===== config.mk =====
export PLATFORM = sky130hd
export DESIGN_NAME = pwrseq_engine
export DESIGN_NICKNAME = d
export VERILOG_FILES = /design/src/rtl/pwrseq_pkg.sv /design/src/rtl/pwrseq_gate.sv /design/src/rtl/pwrseq_timer.sv /design/src/rtl/pwrseq_engine.sv
export SDC_FILE = /design/constraint.sdc
export NUM_CORES = 1
export LEC_CHECK = 0
export BUFFER_PORTS_ARGS = -buffer_cell sky130_fd_sc_hd__buf_4
export CORE_MARGIN = 2
export CORE_UTILIZATION = 45
export CTS_BUF_LIST = sky130_fd_sc_hd__clkbuf_4
export DETAILED_ROUTE_END_ITERATION = 6
export GPL_ROUTABILITY_DRIVEN = 0
export GPL_TIMING_DRIVEN = 0
export SYNTH_ARGS = -nofsm -noshare
export SYNTH_HDL_FRONTEND = slang
export SYNTH_HIERARCHICAL = 1
export SYNTH_SLANG_ARGS = --single-unit

===== constraint.sdc =====
create_clock -name clk -period 8.25 [get_ports clk]
set_input_delay 1.2375 -clock clk [delete_from_list [all_inputs] [get_ports clk]]
set_output_delay 1.2375 -clock clk [all_outputs]
set_load 0.01 [all_outputs]

===== src/rtl/pwrseq_pkg.sv =====
package pwrseq_pkg;

    localparam int ENTRY_W = 56;

    localparam logic [3:0] CMD_READ  = 4'd0;
    localparam logic [3:0] CMD_WRITE = 4'd1;
    localparam logic [3:0] CMD_POLL  = 4'd2;
    localparam logic [3:0] CMD_DELAY = 4'd3;
    localparam logic [3:0] CMD_END   = 4'd4;

    typedef struct packed {
        logic [15:0] offset;
        logic [7:0]  rev_m;
        logic [3:0]  fab_m;
        logic [3:0]  intf_m;
        logic [3:0]  space;
        logic [3:0]  cmd;
        logic [7:0]  bmask;
        logic [7:0]  val;
    } entry_t;

    typedef enum logic [2:0] {
        ST_IDLE,
        ST_FETCH,
        ST_RD,
        ST_WR,
        ST_WAIT
    } state_e;

    function automatic logic [7:0] merge_bits(input logic [7:0] old,
                                              input logic [7:0] m,
                                              input logic [7:0] v);
        return (old & ~m) | (v & m);
    endfunction

    function automatic logic masked_eq(input logic [7:0] a,
                                       input logic [7:0] b,
                                       input logic [7:0] m);
        return (a & m) == (b & m);
    endfunction

endpackage


===== src/rtl/pwrseq_gate.sv =====
module pwrseq_gate
    import pwrseq_pkg::*;
(
    input  entry_t     ent,
    input  logic [2:0] cfg_cut,
    input  logic [1:0] cfg_fab,
    input  logic [1:0] cfg_intf,
    output logic       applies
);
    always_comb begin
        applies = ent.rev_m[cfg_cut] & ent.fab_m[cfg_fab] & ent.intf_m[cfg_intf];
    end
endmodule


===== src/rtl/pwrseq_timer.sv =====
module pwrseq_timer #(
    parameter int MS_TICKS = 1000,
    parameter int AMT_W    = 16
) (
    input  logic             clk,
    input  logic             rst,
    input  logic             load,
    input  logic [AMT_W-1:0] amount,
    input  logic             unit_ms,
    input  logic             tick,
    output logic             expired
);
    localparam int DLY_W = AMT_W + $clog2(MS_TICKS);

    logic [DLY_W-1:0] cnt_q;
    logic [DLY_W-1:0] scale;

    always_comb begin
        scale = unit_ms ? DLY_W'(MS_TICKS) : DLY_W'(1);
    end

    always_ff @(posedge clk) begin
        if (rst) begin
            cnt_q <= '0;
        end else if (load) begin
            cnt_q <= DLY_W'(amount) * scale;
        end else if (tick && cnt_q != '0) begin
            cnt_q <= cnt_q - 1'b1;
        end
    end

    assign expired = (cnt_q == '0);

    AST_DLY_NO_RISE: assert property (@(posedge clk) disable iff (rst)
        !load |=> cnt_q <= $past(cnt_q));

endmodule


===== src/rtl/pwrseq_engine.sv =====
module pwrseq_engine
    import pwrseq_pkg::*;
#(
    parameter int TBL_AW     = 8,
    parameter int POLL_LIMIT = 20000,
    parameter int MS_TICKS   = 1000
) (
    input  logic              clk,
    input  logic              rst,
    input  logic              start,
    input  logic [2:0]        cfg_cut,
    input  logic [1:0]        cfg_fab,
    input  logic [1:0]        cfg_intf,
    input  logic              us_tick,
    output logic              busy,
    output logic              done,
    output logic              error,
    output logic [TBL_AW-1:0] tbl_addr,
    input  logic [55:0]       tbl_data,
    output logic              bus_req,
    output logic              bus_we,
    output logic [3:0]        bus_space,
    output logic [15:0]       bus_addr,
    output logic [7:0]        bus_wdata,
    input  logic [7:0]        bus_rdata,
    input  logic              bus_ack,
    output logic              rd_valid,
    output logic [7:0]        rd_data
);
    localparam int PCW = $clog2(POLL_LIMIT + 1);

    state_e            state_q;
    logic [TBL_AW-1:0] ptr_q;
    entry_t            ent_q;
    entry_t            ent_in;
    logic [7:0]        wdata_q;
    logic [PCW-1:0]    poll_cnt_q;
    logic              done_q, err_q, rdv_q;
    logic [7:0]        rdd_q;
    logic              applies;
    logic              dly_load;
    logic              dly_expired;

    assign ent_in = entry_t'(tbl_data);

    pwrseq_gate u_gate (
        .ent      (ent_in),
        .cfg_cut  (cfg_cut),
        .cfg_fab  (cfg_fab),
        .cfg_intf (cfg_intf),
        .applies  (applies)
    );

    assign dly_load = (state_q == ST_FETCH) && applies && (ent_in.cmd == CMD_DELAY);

    pwrseq_timer #(.MS_TICKS(MS_TICKS), .AMT_W(16)) u_timer (
        .clk     (clk),
        .rst     (rst),
        .load    (dly_load),
        .amount  (ent_in.offset),
        .unit_ms (ent_in.val[0]),
        .tick    (us_tick),
        .expired (dly_expired)
    );

    always_ff @(posedge clk) begin
        if (rst) begin
            state_q    <= ST_IDLE;
            ptr_q      <= '0;
            ent_q      <= '0;
            wdata_q    <= '0;
            poll_cnt_q <= '0;
            done_q     <= 1'b0;
            err_q      <= 1'b0;
            rdv_q      <= 1'b0;
            rdd_q      <= '0;
        end else begin
            rdv_q <= 1'b0;
            unique case (state_q)
                ST_IDLE: begin
                    if (start) begin
                        ptr_q   <= '0;
                        done_q  <= 1'b0;
                        err_q   <= 1'b0;
                        state_q <= ST_FETCH;
                    end
                end
                ST_FETCH: begin
                    ent_q      <= ent_in;
                    poll_cnt_q <= '0;
                    if (!applies) begin
                        ptr_q <= ptr_q + 1'b1;
                    end else begin
                        case (ent_in.cmd)
                            CMD_READ, CMD_WRITE, CMD_POLL: state_q <= ST_RD;
                            CMD_DELAY: state_q <= ST_WAIT;
                            CMD_END: begin
                                done_q  <= 1'b1;
                                state_q <= ST_IDLE;
                            end
                            default: begin
                                err_q   <= 1'b1;
                                state_q <= ST_IDLE;
                            end
                        endcase
                    end
                end
                ST_RD: begin
                    if (bus_ack) begin
                        case (ent_q.cmd)
                            CMD_WRITE: begin
                                wdata_q <= merge_bits(bus_rdata, ent_q.bmask, ent_q.val);
                                state_q <= ST_WR;
                            end
                            CMD_POLL: begin
                                if (masked_eq(bus_rdata, ent_q.val, ent_q.bmask)) begin
                                    ptr_q   <= ptr_q + 1'b1;
                                    state_q <= ST_FETCH;
                                end else if (poll_cnt_q == PCW'(POLL_LIMIT - 1)) begin
                                    err_q   <= 1'b1;
                                    state_q <= ST_IDLE;
                                end else begin
                                    poll_cnt_q <= poll_cnt_q + 1'b1;
                                end
                            end
                            default: begin
                                rdd_q   <= bus_rdata & ent_q.bmask;
                                rdv_q   <= 1'b1;
                                ptr_q   <= ptr_q + 1'b1;
                                state_q <= ST_FETCH;
                            end
                        endcase
                    end
                end
                ST_WR: begin
                    if (bus_ack) begin
                        ptr_q   <= ptr_q + 1'b1;
                        state_q <= ST_FETCH;
                    end
                end
                ST_WAIT: begin
                    if (dly_expired) begin
                        ptr_q   <= ptr_q + 1'b1;
                        state_q <= ST_FETCH;
                    end
                end
                default: state_q <= ST_IDLE;
            endcase
        end
    end

    assign busy      = (state_q != ST_IDLE);
    assign done      = done_q;
    assign error     = err_q;
    assign tbl_addr  = ptr_q;
    assign bus_req   = (state_q == ST_RD) || (state_q == ST_WR);
    assign bus_we    = (state_q == ST_WR);
    assign bus_space = ent_q.space;
    assign bus_addr  = ent_q.offset;
    assign bus_wdata = wdata_q;
    assign rd_valid  = rdv_q;
    assign rd_data   = rdd_q;

    AST_REQ_HOLD: assert property (@(posedge clk) disable iff (rst)
        bus_req && !bus_ack |=> bus_req && $stable(bus_we) && $stable(bus_addr)
                                && $stable(bus_space) && $stable(bus_wdata));

    AST_IDLE_QUIET: assert property (@(posedge clk) disable iff (rst)
        !busy |-> !bus_req && !rd_valid);

    AST_DONE_IDLE: assert property (@(posedge clk) disable iff (rst)
        done |-> !busy && !error);

    AST_POLL_BOUND: assert property (@(posedge clk) disable iff (rst)
        poll_cnt_q < PCW'(POLL_LIMIT));

    AST_START_BUSY: assert property (@(posedge clk) disable iff (rst)
        busy && start |=> $stable(ptr_q) || ptr_q == $past(ptr_q) + 1'b1);

endmodule


Yosys cells after proc, flatten, opt, wreduce, memory -nomap -nowiden
Cells that the tools add are included.
{ "totals": {"ff_bits": 111, "out_inout_bits": 50, "input_bits": 76, "word_cells": 127} }
{ "op_classes": {"eq_ne": 27, "n_addsub": 3, "bitwise_logic": 10, "muxes": 44, "n_mul": 1, "order_cmp": 3, "reduce_logical": 25} }
{ "ops": {"columns": ["op", "n"], "rows": [
  ["two-way mux 15 bit", 4],
  ["two-way mux 26 bit", 2],
  ["two-way mux 8 bit", 6],
  ["case mux 8 bit (5 select lines)", 1],
  ["case mux 15 bit (2 select lines)", 1],
  ["zero test 26 bit", 1],
  ["multiplier 16 x 26 -> 26 bit", 1],
  ["nonzero test 26 bit", 1],
  ["subtractor 26 x 1 -> 26 bit, second input constant", 1],
  ["bitwise AND 8 bit", 3],
  ["two-way mux 3 bit", 7],
  ["inequality test 2 bit, second input constant", 10],
  ["case mux 8 bit (2 select lines)", 1],
  ["AND reduction 8 bit", 2],
  ["adder 15 x 1 -> 15 bit, second input constant", 1],
  ["equality test 15 bit, second input constant", 1],
  ["case mux 3 bit (5 select lines)", 1],
  ["two-way mux 1 bit", 13],
  ["equality test 4 x 2 -> 1 bit, second input constant", 3],
  ["case mux 3 bit (2 select lines)", 2],
  ["two-way mux 10 bit", 1],
  ["adder 8 x 1 -> 8 bit, second input constant", 1],
  ["equality test 4 x 1 -> 1 bit, second input constant", 2],
  ["equality test 8 bit", 1],
  ["other kinds (31)", 46]
]} }

Logic depth before layout (Yosys ltp)
Gate-level depths: netlist of the first run.
{ "depth": {"word_depth": 7, "depth_mapped": 20} }

Cells and area by module
The synthesis of the first run kept the hierarchy.
{ "by_module_without_submodules": {"columns": ["module", "area_each_um2", "seq_area_each_um2", "cells_each", "instances"], "rows": [
  ["pwrseq_timer", 5233.8, 520.5, 623, 1],
  ["pwrseq_engine", 3891.2, 1701.6, 480, 1],
  ["pwrseq_gate", 120.1, 0.0, 10, 1]
]} }

Worst setup path after synthesis of the first run
No wires, ideal clock.
{ "synth_timing": {"kind": "input -> register", "start": "input port tbl_data[0]", "end": "register u_timer.cnt_q[22]", "required_ns": 8.154, "setup_slack_ns": 2.167, "stages": 20, "arrival_time_ns": 5.986, "cell_sequence": "clkbuf_1 > nand2_1 > inv_1 > ha_1 > inv_1 > fa_1 > fa_1 > inv_1 > fa_1 > inv_1 > fa_1 > inv_1 > ha_1 > clkbuf_1 > a21o_1 > a221o_1 > a32oi_1 > o31ai_1 > mux2i_1 > nor4b_1"} }
{ "synth_between": {"elab_chain_len": 3} }
{ "synth_rtl": {"columns": ["item", "line_no", "text"], "rows": [
  ["from (decl)", "pwrseq_engine.sv:19", "input logic [55:0] tbl_data,"],
  ["two-way mux 10 bit", "pwrseq_timer.sv:19", "scale = unit_ms ? DLY_W'(MS_TICKS) : DLY_W'(1);"],
  ["multiplier 16 x 26 -> 26 bit", "pwrseq_timer.sv:26", "cnt_q <= DLY_W'(amount) * scale;"],
  ["two-way mux 26 bit", "pwrseq_timer.sv:25", "end else if (load) begin"],
  ["to (signal assigned)", "pwrseq_timer.sv:26", null],
  ["to (signal assigned)", "pwrseq_timer.sv:28", "cnt_q <= cnt_q - 1'b1;"],
  ["to (decl)", "pwrseq_timer.sv:15", "logic [DLY_W-1:0] cnt_q;"]
]} }
No other way between the ends.
A chain may end at the register's enable or synchronous reset.

Final worst setup path of the first run
Same ends and word-level chain as after synthesis.

==> summary.md, run 1 <==
| Metric | Value |
|---|---|
| Max Root-Sink Buffers | 2 |
| Post-route ant nets | 0 |
| CP endpoint kind | flip-flop |
| Layout cells sized above 1 | 15.86% |
| Min Tclk post-route | 6.420 ns |
| DRC | 0 |
| Hold Path Origin | rd_data[4] |
| Pwr Density | 276.2 nW/um^2 |
| Layout Nets | 1463 |
| VDD IR max | 0.1666 mV |
| Filler Cell Count | 2034 |
| Worst r2r src | u_timer/cnt_q[8] |
| Clk pin slew, worst setup/hold paths | 0.19 ns |
| CTS Hold Bufs | 0 |
| Buffers on Ports | 124 |
| Fmax | 155.8 MHz |
| Vias per inst | 5.320 |
| CP Class | input port to flip-flop |
| Root buffer cell | clkbuf_4 |
| Internal reg-to-reg setup slack | 4.51 ns |
| Final Hold Fails | 0 |
| Via count | 8119 |
| Num CTS Buffers | 9 |
| Max FO, Critical Path | 10 |
| Final setup viols | 0 |
| Worst hold path endpoint | rd_data[4] |
| Worst reg2reg path depth | 10 |
| TritonRoute pass-1 iters | 5 |
| Arrival time worst endpoint | 6.84 ns |
| Startpoint types | input port |
| Largest net degree at the start of global routing | 24 |
| Ports | 126 |
| Setup TNS | 0 ns |
| Die width | 147.3 um |
| WHS Path Cells | 2 |
| Fraction of registers with async set/reset | 0% |
| DP HPWL | 19180 um |
| Primary FF master, synth | dfxtp_1 |
| Class of the worst hold path | flip-flop to flip-flop |
| Core region area | 20170 um^2 |
| Power consumption | 2.949 mW |
| Post-synthesis sequential area ratio | 24.04% |
| Avg Cell Area, Syn | 8.306 um^2 |
| Starting Density | 45.84% |
| Initial antenna violation count | 1 |
| Final wirelength | 23810 um |
| Post-synthesis register bit count | 111 |
| Grt ovf | 0 |
| Mapped Cells | 1113 |
| Die height | 147.3 um |
| Synth-to-layout area growth | 15.50% |
| Post-CTS sizing | 0 |
| Post-synth cell types | 75 |
| FF-to-FF End | tbl_addr[6] |
| Synth warn | 6 |
| Clk Latency, worst-skew pair | 0.52 ns |
| Commonest non-fill, non-tap cells in the layout | 153 x nand2_1, 145 x buf_4, 116 x inv_1, 111 x dfxtp_1, 100 x a21oi_1 |
| Most common cell after layout, fill and taps aside | nand2_1 |
| Num rows | 52 |
| Leakage | 4.739 nW |
| RSZ-0062 raised after global routing | false |
| Final Cycle Share | 77.82% |
| Critical Path RT | 8.67 ns |
| # Post-CTS Setup Buffers | 0 |
| Total die area | 21710 um^2 |
| Slew HR | 30.71% |
| DRT iter0 DRCs | 449 |
| Vias in the first global route | 7792 |
| Number of synthesized flops with an enable pin | 0 |
| Max-cap violations | 0 |
| Max Slew Vio Count | 0 |
| Mapped Area | 9245 um^2 |
| Clock sinks | 111 |
| Global-route usage over all layers | 22.16% |
| Worst Skew | 0.04262 ns |
| CTS tree | yes |
| First-pass GRT wire length | 39050 um |
| WL/cell | 15.60 um |
| H-tree levels | 3 |
| Pin slew with the least headroom to its limit | 1.030 ns |
| Status | finished, final reports clean |
metrics by stage:
stage	area, um^2	hold slack, ns	setup slack, ns	cells	utilization, %
2_1_floorplan	9253	0.4367	2.168	1115	-
5_1_grt	10680	0.4835	1.540	1526	52.94
6_report	10680	0.4664	1.830	1526	52.94
3_5_place_dp	10520	0.4467	1.258	1509	52.16
3_3_place_gp	10520	0.4434	1.233	1509	52.16
4_1_cts	10680	0.4691	1.780	1525	52.93
worst max-delay path, cell delays in order:
cell	delay, ns
buf_4	0.13
clkbuf_1	0.40
nand2_1	0.29
inv_1	0.19
ha_1	0.25
inv_1	0.08
fa_1	0.42
fa_1	0.55
inv_1	0.06
fa_1	0.53
inv_1	0.06
fa_1	0.53
inv_1	0.04
ha_1	0.27
clkbuf_1	0.20
a21o_1	0.24
a221o_1	0.36
a32oi_1	0.40
o31ai_1	0.21
mux2i_1	0.16
nor4b_1	0.27
power by group:
group,internal [mW],switching (mW),leakage [nW]
clock network,0.0766,0.219,0.0821
registers,0.639,0.0941,0.904
logic,0.771,1.15,3.75
total,1.49,1.46,4.74
sequential cells by signal (all words and copies together) (netlist names), 3 cells and up:
register       cells
u_timer/cnt_q     26
ent_q             20
bus_addr          16
poll_cnt_q        15
bus_wdata          8
rd_data            8
tbl_addr           8
bus_space          4
state_q            3
cell type report:
cell class | instances | area, um^2 | share of cell area, %
Buffer | 73 | 399.1 | 3.738
Antenna cell | 1 | 2.502 | 0.02344
Timing Repair Buffer | 124 | 930.9 | 8.718
Clock buffer | 9 | 67.56 | 0.6328
Tap cell | 270 | 337.8 | 3.164
Inverter | 117 | 439.2 | 4.113
Clock inverter | 7 | 86.33 | 0.8085
Sequential cell | 111 | 2222 | 20.81
Multi-Input combinational cell | 814 | 6192 | 57.99
Yosys cell counts, drive strengths merged, types with 3 or more instances:
cell / instances / share of area, %
nor3b: 4 / 0.45
or4: 16 / 1.4
nand4: 13 / 0.88
mux2i: 15 / 1.6
o22ai: 9 / 0.61
xor2: 17 / 1.6
or2: 4 / 0.27
nand3b: 4 / 0.32
dfxtp: 111 / 24
clkbuf: 41 / 1.7
nor2b: 6 / 0.41
and3: 16 / 1.1
a31oi: 6 / 0.41
nand2: 155 / 6.4
buf: 32 / 2.6
mux4: 3 / 0.73
o41ai: 4 / 0.38
o31ai: 9 / 0.88
a21o: 7 / 0.57
ha: 78 / 11
a21oi: 101 / 5.5
o21a: 7 / 0.57
o211ai: 7 / 0.57
a22oi: 4 / 0.32
nor4: 11 / 0.74
nor2: 46 / 1.9
o32ai: 4 / 0.38
or3: 19 / 1.3
a211oi: 18 / 1.5
nor4b: 5 / 0.54
nand3: 23 / 1.2
nor3: 28 / 1.6
xnor2: 32 / 3.0
and4: 4 / 0.41
fa: 59 / 13
and2: 11 / 0.74
or4b: 4 / 0.43
o21ai: 37 / 2.0
inv: 116 / 4.7
logic make-up after synthesis:
kind of cell	count (synthesis)	synth area share, %
compound gates	230	15.62
xor+xnor	49	4.642
fa+ha+maj	137	23.33
buf+inv	190	9.067
flops	111	24.04
mux	20	2.598
other cells	1	0.04056
simple gates	375	20.67
worst max path at each step:
stage,startpoint,to,slack [ns],cells after the start
floorplan,tbl_data[0],u_timer/cnt_q[22],2.17,20
global placement,tbl_data[0],u_timer/cnt_q[22],1.23,21
detailed placement,tbl_data[0],u_timer/cnt_q[22],1.26,21
CTS,tbl_data[0],u_timer/cnt_q[22],1.78,21
global route,tbl_data[0],u_timer/cnt_q[22],1.54,21
finish,tbl_data[0],u_timer/cnt_q[22],1.83,21
routing by layer:
layer	share of wire, %	track usage, %	vias up
met5	0	0	-
met4	1.7	5.913	0
met3	3.3	2.702	25
met2	50	38.81	135
met1	45	28.99	3859
li1	-	-	4100
Note: power is estimated with default switching activity, not from simulation.
==> inputs of run 2 (changes only) <==
==> constraint.sdc (replaced) <==
create_clock -name clk -period 6 [get_ports clk]
set_input_delay 0.9 -clock clk [delete_from_list [all_inputs] [get_ports clk]]
set_output_delay 0.9 -clock clk [all_outputs]
set_load 0.01 [all_outputs]
==> summary.md, run 2 (synthesized netlist as in run 1, its figures left out) <==
| Metric | Value |
|---|---|
| Filler Cell Count | 2034 |
| Num rows | 52 |
| Largest net degree at the start of global routing | 24 |
| Total die area | 21710 um^2 |
| DRC | 0 |
| Worst reg2reg path depth | 10 |
| Critical Path RT | 6.42 ns |
| Via count | 8119 |
| Core region area | 20170 um^2 |
| Register area | 2222 um^2 |
| Met3 wire length | 775 um |
| DP HPWL | 19180 um |
| Vias in the first global route | 7798 |
| Core Util, Final | 53.01% |
| Slowest cell delay on critical path | 0.55 ns |
| Power consumption | 4.079 mW |
| Class of the worst hold path | flip-flop to flip-flop |
| Pwr Density | 381.6 nW/um^2 |
| Arrival time worst endpoint | 6.17 ns |
| DRT iter0 DRCs | 439 |
| Top sig layer | met4 |
| Hold WS | 0.4664 ns |
| Max-cap violations | 0 |
| Final wirelength | 23880 um |
| Startpoint types | input port |
| Final Hold Fails | 0 |
| WL/cell | 15.68 um |
| Vias per inst | 5.331 |
| CP Class | input port to flip-flop |
| Slew HR | 30.94% |
| Max FO, Critical Path | 10 |
| VDD IR max | 0.2292 mV |
| CTS tree | yes |
| Multi-input gate area | 6211 um^2 |
| Slowest cell on crit path | fa_1 |
| Die height | 147.3 um |
| Grt ovf | 0 |
| Clk Latency, worst-skew pair | 0.52 ns |
| Ports | 126 |
| Dpl ws | -0.6549 ns |
| Max Root-Sink Buffers | 2 |
| Root buffer cell | clkbuf_4 |
| # Post-CTS Setup Buffers | 0 |
| Non-Filler Instances | 1523 |
| Post-route ant nets | 0 |
| Die width | 147.3 um |
| Leakage | 4.746 nW |
| Layout cells sized above 1 | 16.37% |
| Min Tclk post-route | 5.751 ns |
| Most used cell, CP | inv_1 |
| H-tree levels | 3 |
| Max reg flops | 26 |
| RSZ-0062 raised after global routing | false |
| Final Cycle Share | 95.84% |
| FF-to-FF End | tbl_addr[6] |
| First-pass GRT wire length | 39070 um |
| DR WL met2 | 11930 um |
| Worst r2r src | u_timer/cnt_q[8] |
| CP endpoint kind | flip-flop |
| Num CTS Buffers | 9 |
| Met1 wire length | 10770 um |
| Layout Nets | 1460 |
| Clock sinks | 111 |
| CTS Hold Bufs | 0 |
| Post-route setup slack | 0.2493 ns |
| Biggest register | u_timer/cnt_q |
| Commonest non-fill, non-tap cells in the layout | 153 x nand2_1, 145 x buf_4, 116 x inv_1, 111 x dfxtp_1, 100 x a21oi_1 |
| Clk pin slew, worst setup/hold paths | 0.19 ns |
| Global-route usage over all layers | 22.17% |
| TritonRoute pass-1 iters | 5 |
| Internal reg-to-reg setup slack | 2.27 ns |
| Worst setup startpoint | tbl_data[0] |
| Starting Density | 45.84% |
| Synth-to-layout area growth | 15.64% |
| Status | finished, final reports clean |
| Most common cell after layout, fill and taps aside | nand2_1 |
| Placed insts | 1509 |
| CP Capture Point | u_timer/cnt_q[22] |
| Worst Skew | 0.04397 ns |
| Fmax | 173.9 MHz |
| Sequence of cells on the critical path | buf_4, clkbuf_2, nand2_1, inv_1, ha_1, inv_1, fa_1, fa_1, inv_1, fa_1, inv_1, fa_1, inv_1, ha_1, clkbuf_1, a21o_1, a221o_1, a32oi_2, o31ai_2, mux2i_1, nor4b_1 |
| Buffers on Ports | 124 |
| Final setup viols | 0 |
| Initial antenna violation count | 1 |
| Max Slew Vio Count | 0 |
| Pin slew with the least headroom to its limit | 1.026 ns |
run 2: area by class of cell:
class	instances	area share, %
multi-input cells	814	58.09
flip-flops and latches	111	20.78
repair buffers	124	8.707
inverters	117	4.143
plain buffers	70	3.651
well taps	270	3.160
clock inverters	7	0.8075
clock buffers	9	0.6319
diodes	1	0.02341
run 2: stage by stage:
stage               setup TNS [ns]  cell area (um^2)
global route                     0             10690
floorplan                        0              9253
detailed placement          -4.515             10520
finish                           0             10690
global placement            -4.486             10520
CTS                              0             10680
run 2: worst min-delay path by stage:
stage | startpoint | to | cells after the start
floorplan | bus_addr[0] | bus_addr[0] | 2
global placement | bus_space[0] | bus_space[0] | 2
detailed placement | rd_data[0] | rd_data[0] | 2
CTS | rd_data[4] | rd_data[4] | 2
global route | rd_data[6] | rd_data[6] | 2
finish | rd_data[4] | rd_data[4] | 2
run 2: critical path, delay by kind of cell:
family	cells	cell delay (ns)
adders and majority gates	6	2.68
muxes	1	0.14
buffers and inverters	8	0.90
AOI/OAI and AO/OA	4	1.07
and+or+nand+nor	2	0.50
run 2: routing by layer:
layer | track usage (%) | up-vias
met1 | 29.01 | 3864
met5 | 0 | -
met2 | 38.81 | 139
met3 | 2.702 | 25
met4 | 5.913 | 0
li1 | - | 4091
run 2: what timing repair did:
action / in CTS / in global routing
resized for setup: 2 / 5
pin swaps: 0 / 0
endpoints found under the setup margin: 1 / 7
run 2: power breakdown:
group | total (mW) | internal (mW) | switching [mW]
Combinational | 2.66 | 1.07 | 1.59
Clock | 0.408 | 0.105 | 0.302
Sequential | 1.01 | 0.878 | 0.130
==> inputs of run 3 (changes only) <==
--- a/config.mk
+++ b/config.mk
@@ -6,7 +6,6 @@
 export NUM_CORES = 1
 export LEC_CHECK = 0
 export BUFFER_PORTS_ARGS = -buffer_cell sky130_fd_sc_hd__buf_4
-export CORE_MARGIN = 2
 export CORE_UTILIZATION = 45
 export CTS_BUF_LIST = sky130_fd_sc_hd__clkbuf_4
 export DETAILED_ROUTE_END_ITERATION = 6
==> summary.md, run 3 (synthesized netlist as in run 1, its figures left out) <==
| Metric | Value |
|---|---|
| Commonest non-fill, non-tap cells in the layout | 152 x nand2_1, 145 x buf_4, 116 x inv_1, 111 x dfxtp_1, 100 x a21oi_1 |
| Status | finished, final reports clean |
| Layout cells sized above 1 | 16.56% |
| Final Hold Fails | 0 |
| Class of the worst hold path | flip-flop to flip-flop |
| Final setup viols | 0 |
| Most crowded layer after global routing | met2 |
| Worst reg2reg path depth | 11 |
| First-pass GRT wire length | 39270 um |
| Root buffer cell | clkbuf_4 |
| Hold Path Origin | rd_data[4] |
| Post-route ant nets | 0 |
| RSZ-0062 raised after global routing | false |
| DRT iter0 DRCs | 366 |
| Max reg flops | 26 |
| DP HPWL | 19200 um |
| FF-to-FF End | tbl_addr[6] |
| Met2 usage | 40.75% |
| WL/cell | 15.76 um |
| Final wirelength | 23980 um |
| Slowest cell on crit path | fa_1 |
| Ports | 126 |
| Min Tclk post-route | 5.662 ns |
| TritonRoute pass-1 iters | 4 |
| CTS Hold Bufs | 0 |
| CP endpoint kind | flip-flop |
| Clk pin slew, worst setup/hold paths | 0.19 ns |
| Max-cap violations | 0 |
| Max Root-Sink Buffers | 2 |
| Most used cell, CP | inv_1 |
| Leakage | 4.747 nW |
| Post-route setup slack | 0.3385 ns |
| CTS tree | yes |
| Largest net degree at the start of global routing | 22 |
| Clock sinks | 111 |
| Critical Path RT | 6.42 ns |
| Die width | 145.3 um |
| Dpl ws | -0.6876 ns |
| Pin slew with the least headroom to its limit | 1.108 ns |
| Most common cell after layout, fill and taps aside | nand2_1 |
| Non-Filler Instances | 1521 |
| Worst Skew | 0.03462 ns |
| Vias in the first global route | 7773 |
| Starting Density | 45.84% |
| Core region area | 20170 um^2 |
| Placed insts | 1509 |
| Sequence of cells on the critical path | buf_4, clkbuf_2, nand2_1, inv_1, ha_1, inv_1, fa_1, fa_1, inv_1, fa_1, inv_1, fa_1, inv_1, ha_1, a21o_1, a221o_1, a32oi_4, o31ai_2, mux2i_1, nor4b_1 |
| DRC | 0 |
| Arrival time worst endpoint | 6.08 ns |
| Clk Latency, worst-skew pair | 0.51 ns |
| Num CTS Buffers | 9 |
| Synth-to-layout area growth | 15.83% |
| Biggest register | u_timer/cnt_q |
| Num rows | 52 |
| Total die area | 21120 um^2 |
| VDD IR max | 0.2439 mV |
| Initial antenna violation count | 1 |
| H-tree levels | 3 |
| Final Cycle Share | 94.36% |
| Slew HR | 25.48% |
| Worst hold path endpoint | rd_data[4] |
| Final Cell Area | 10710 um^2 |
| Filler Cell Count | 2054 |
| Vias per inst | 5.408 |
| GR Util met3 | 2.790% |
| # Post-CTS Setup Buffers | 0 |
| Max FO, Critical Path | 10 |
| GR Util met1 | 29.62% |
| WHS Path Cells | 2 |
| Startpoint types | input port |
| Max Slew Vio Count | 0 |
| Grt ovf | 0 |
| Layout Nets | 1458 |
| Via count | 8225 |
| Internal reg-to-reg setup slack | 2.15 ns |
| Placement Cell Area | 10520 um^2 |
| Worst r2r src | u_timer/cnt_q[13] |
| Fmax | 176.6 MHz |
| Pwr Density | 385.5 nW/um^2 |
| Slowest cell delay on critical path | 0.55 ns |
| CP Class | input port to flip-flop |
| Buffers on Ports | 124 |
| Die height | 145.3 um |
| Global-route usage over all layers | 23.03% |
[run 3: layout make-up]
| class | count | area, um^2 | area share (%) |
|---|---|---|---|
| diodes | 1 | 2.502 | 0.02337 |
| plain buffers | 68 | 382.9 | 3.575 |
| clock buffers | 9 | 67.56 | 0.6309 |
| clock inverters | 7 | 95.09 | 0.8880 |
| inverters | 117 | 442.9 | 4.136 |
| multi-input cells | 814 | 6227 | 58.15 |
| flip-flops and latches | 111 | 2222 | 20.75 |
| well taps | 270 | 337.8 | 3.155 |
| repair buffers | 124 | 930.9 | 8.693 |
[run 3: metal layers]
layer | wire [um] | part of all wire (%) | vias to the layer above
met4 | 396 | 1.7 | 0
li1 | - | - | 4093
met1 | 10870 | 45 | 3963
met3 | 682 | 2.8 | 24
met2 | 12030 | 50 | 145
met5 | 0 | 0 | -
[run 3: through the flow]
step	utilization (%)	TNS [ns]	power, mW	hold WS (ns)
6_report	53.10	0	4.129	0.4654
3_5_place_dp	52.16	-4.442	3.675	0.4451
2_1_floorplan	-	0	2.972	0.4367
3_3_place_gp	52.16	-4.126	3.660	0.4425
5_1_grt	53.10	0	4.508	0.4811
4_1_cts	53.04	0	4.130	0.4666
[run 3: worst max-delay path, delay by kind of cell]
family	cells	cell delay (ns)
AOI/OAI and AO/OA	4	1.04
adders and majority gates	6	2.81
buffers and inverters	7	0.70
muxes	1	0.13
and+or+nand+nor	2	0.50
[run 3: repair_timing]
action	in CTS	in global routing
gates cloned	0	0
setup endpoints to repair	1	9
gates resized for setup	3	8
[run 3: worst max path at each step]
| stage | from | to | slack (ns) | cells after the start |
|---|---|---|---|---|
| after floorplan | tbl_data[0] | u_timer/cnt_q[22] | 0.25 | 20 |
| after global placement | tbl_data[0] | u_timer/cnt_q[22] | -0.63 | 21 |
| after detailed placement | tbl_data[0] | u_timer/cnt_q[22] | -0.69 | 21 |
| after CTS | tbl_data[0] | u_timer/cnt_q[22] | 0.03 | 21 |
| after global routing | tbl_data[0] | u_timer/cnt_q[21] | 0.009 | 18 |
| final | tbl_data[0] | u_timer/cnt_q[22] | 0.34 | 20 |
[run 3: power by group]
part	switching [mW]	internal (mW)	total, mW
clock network	0.288	0.140	0.428
logic	1.61	1.08	2.69
registers	0.130	0.878	1.01
total	2.03	2.10	4.13
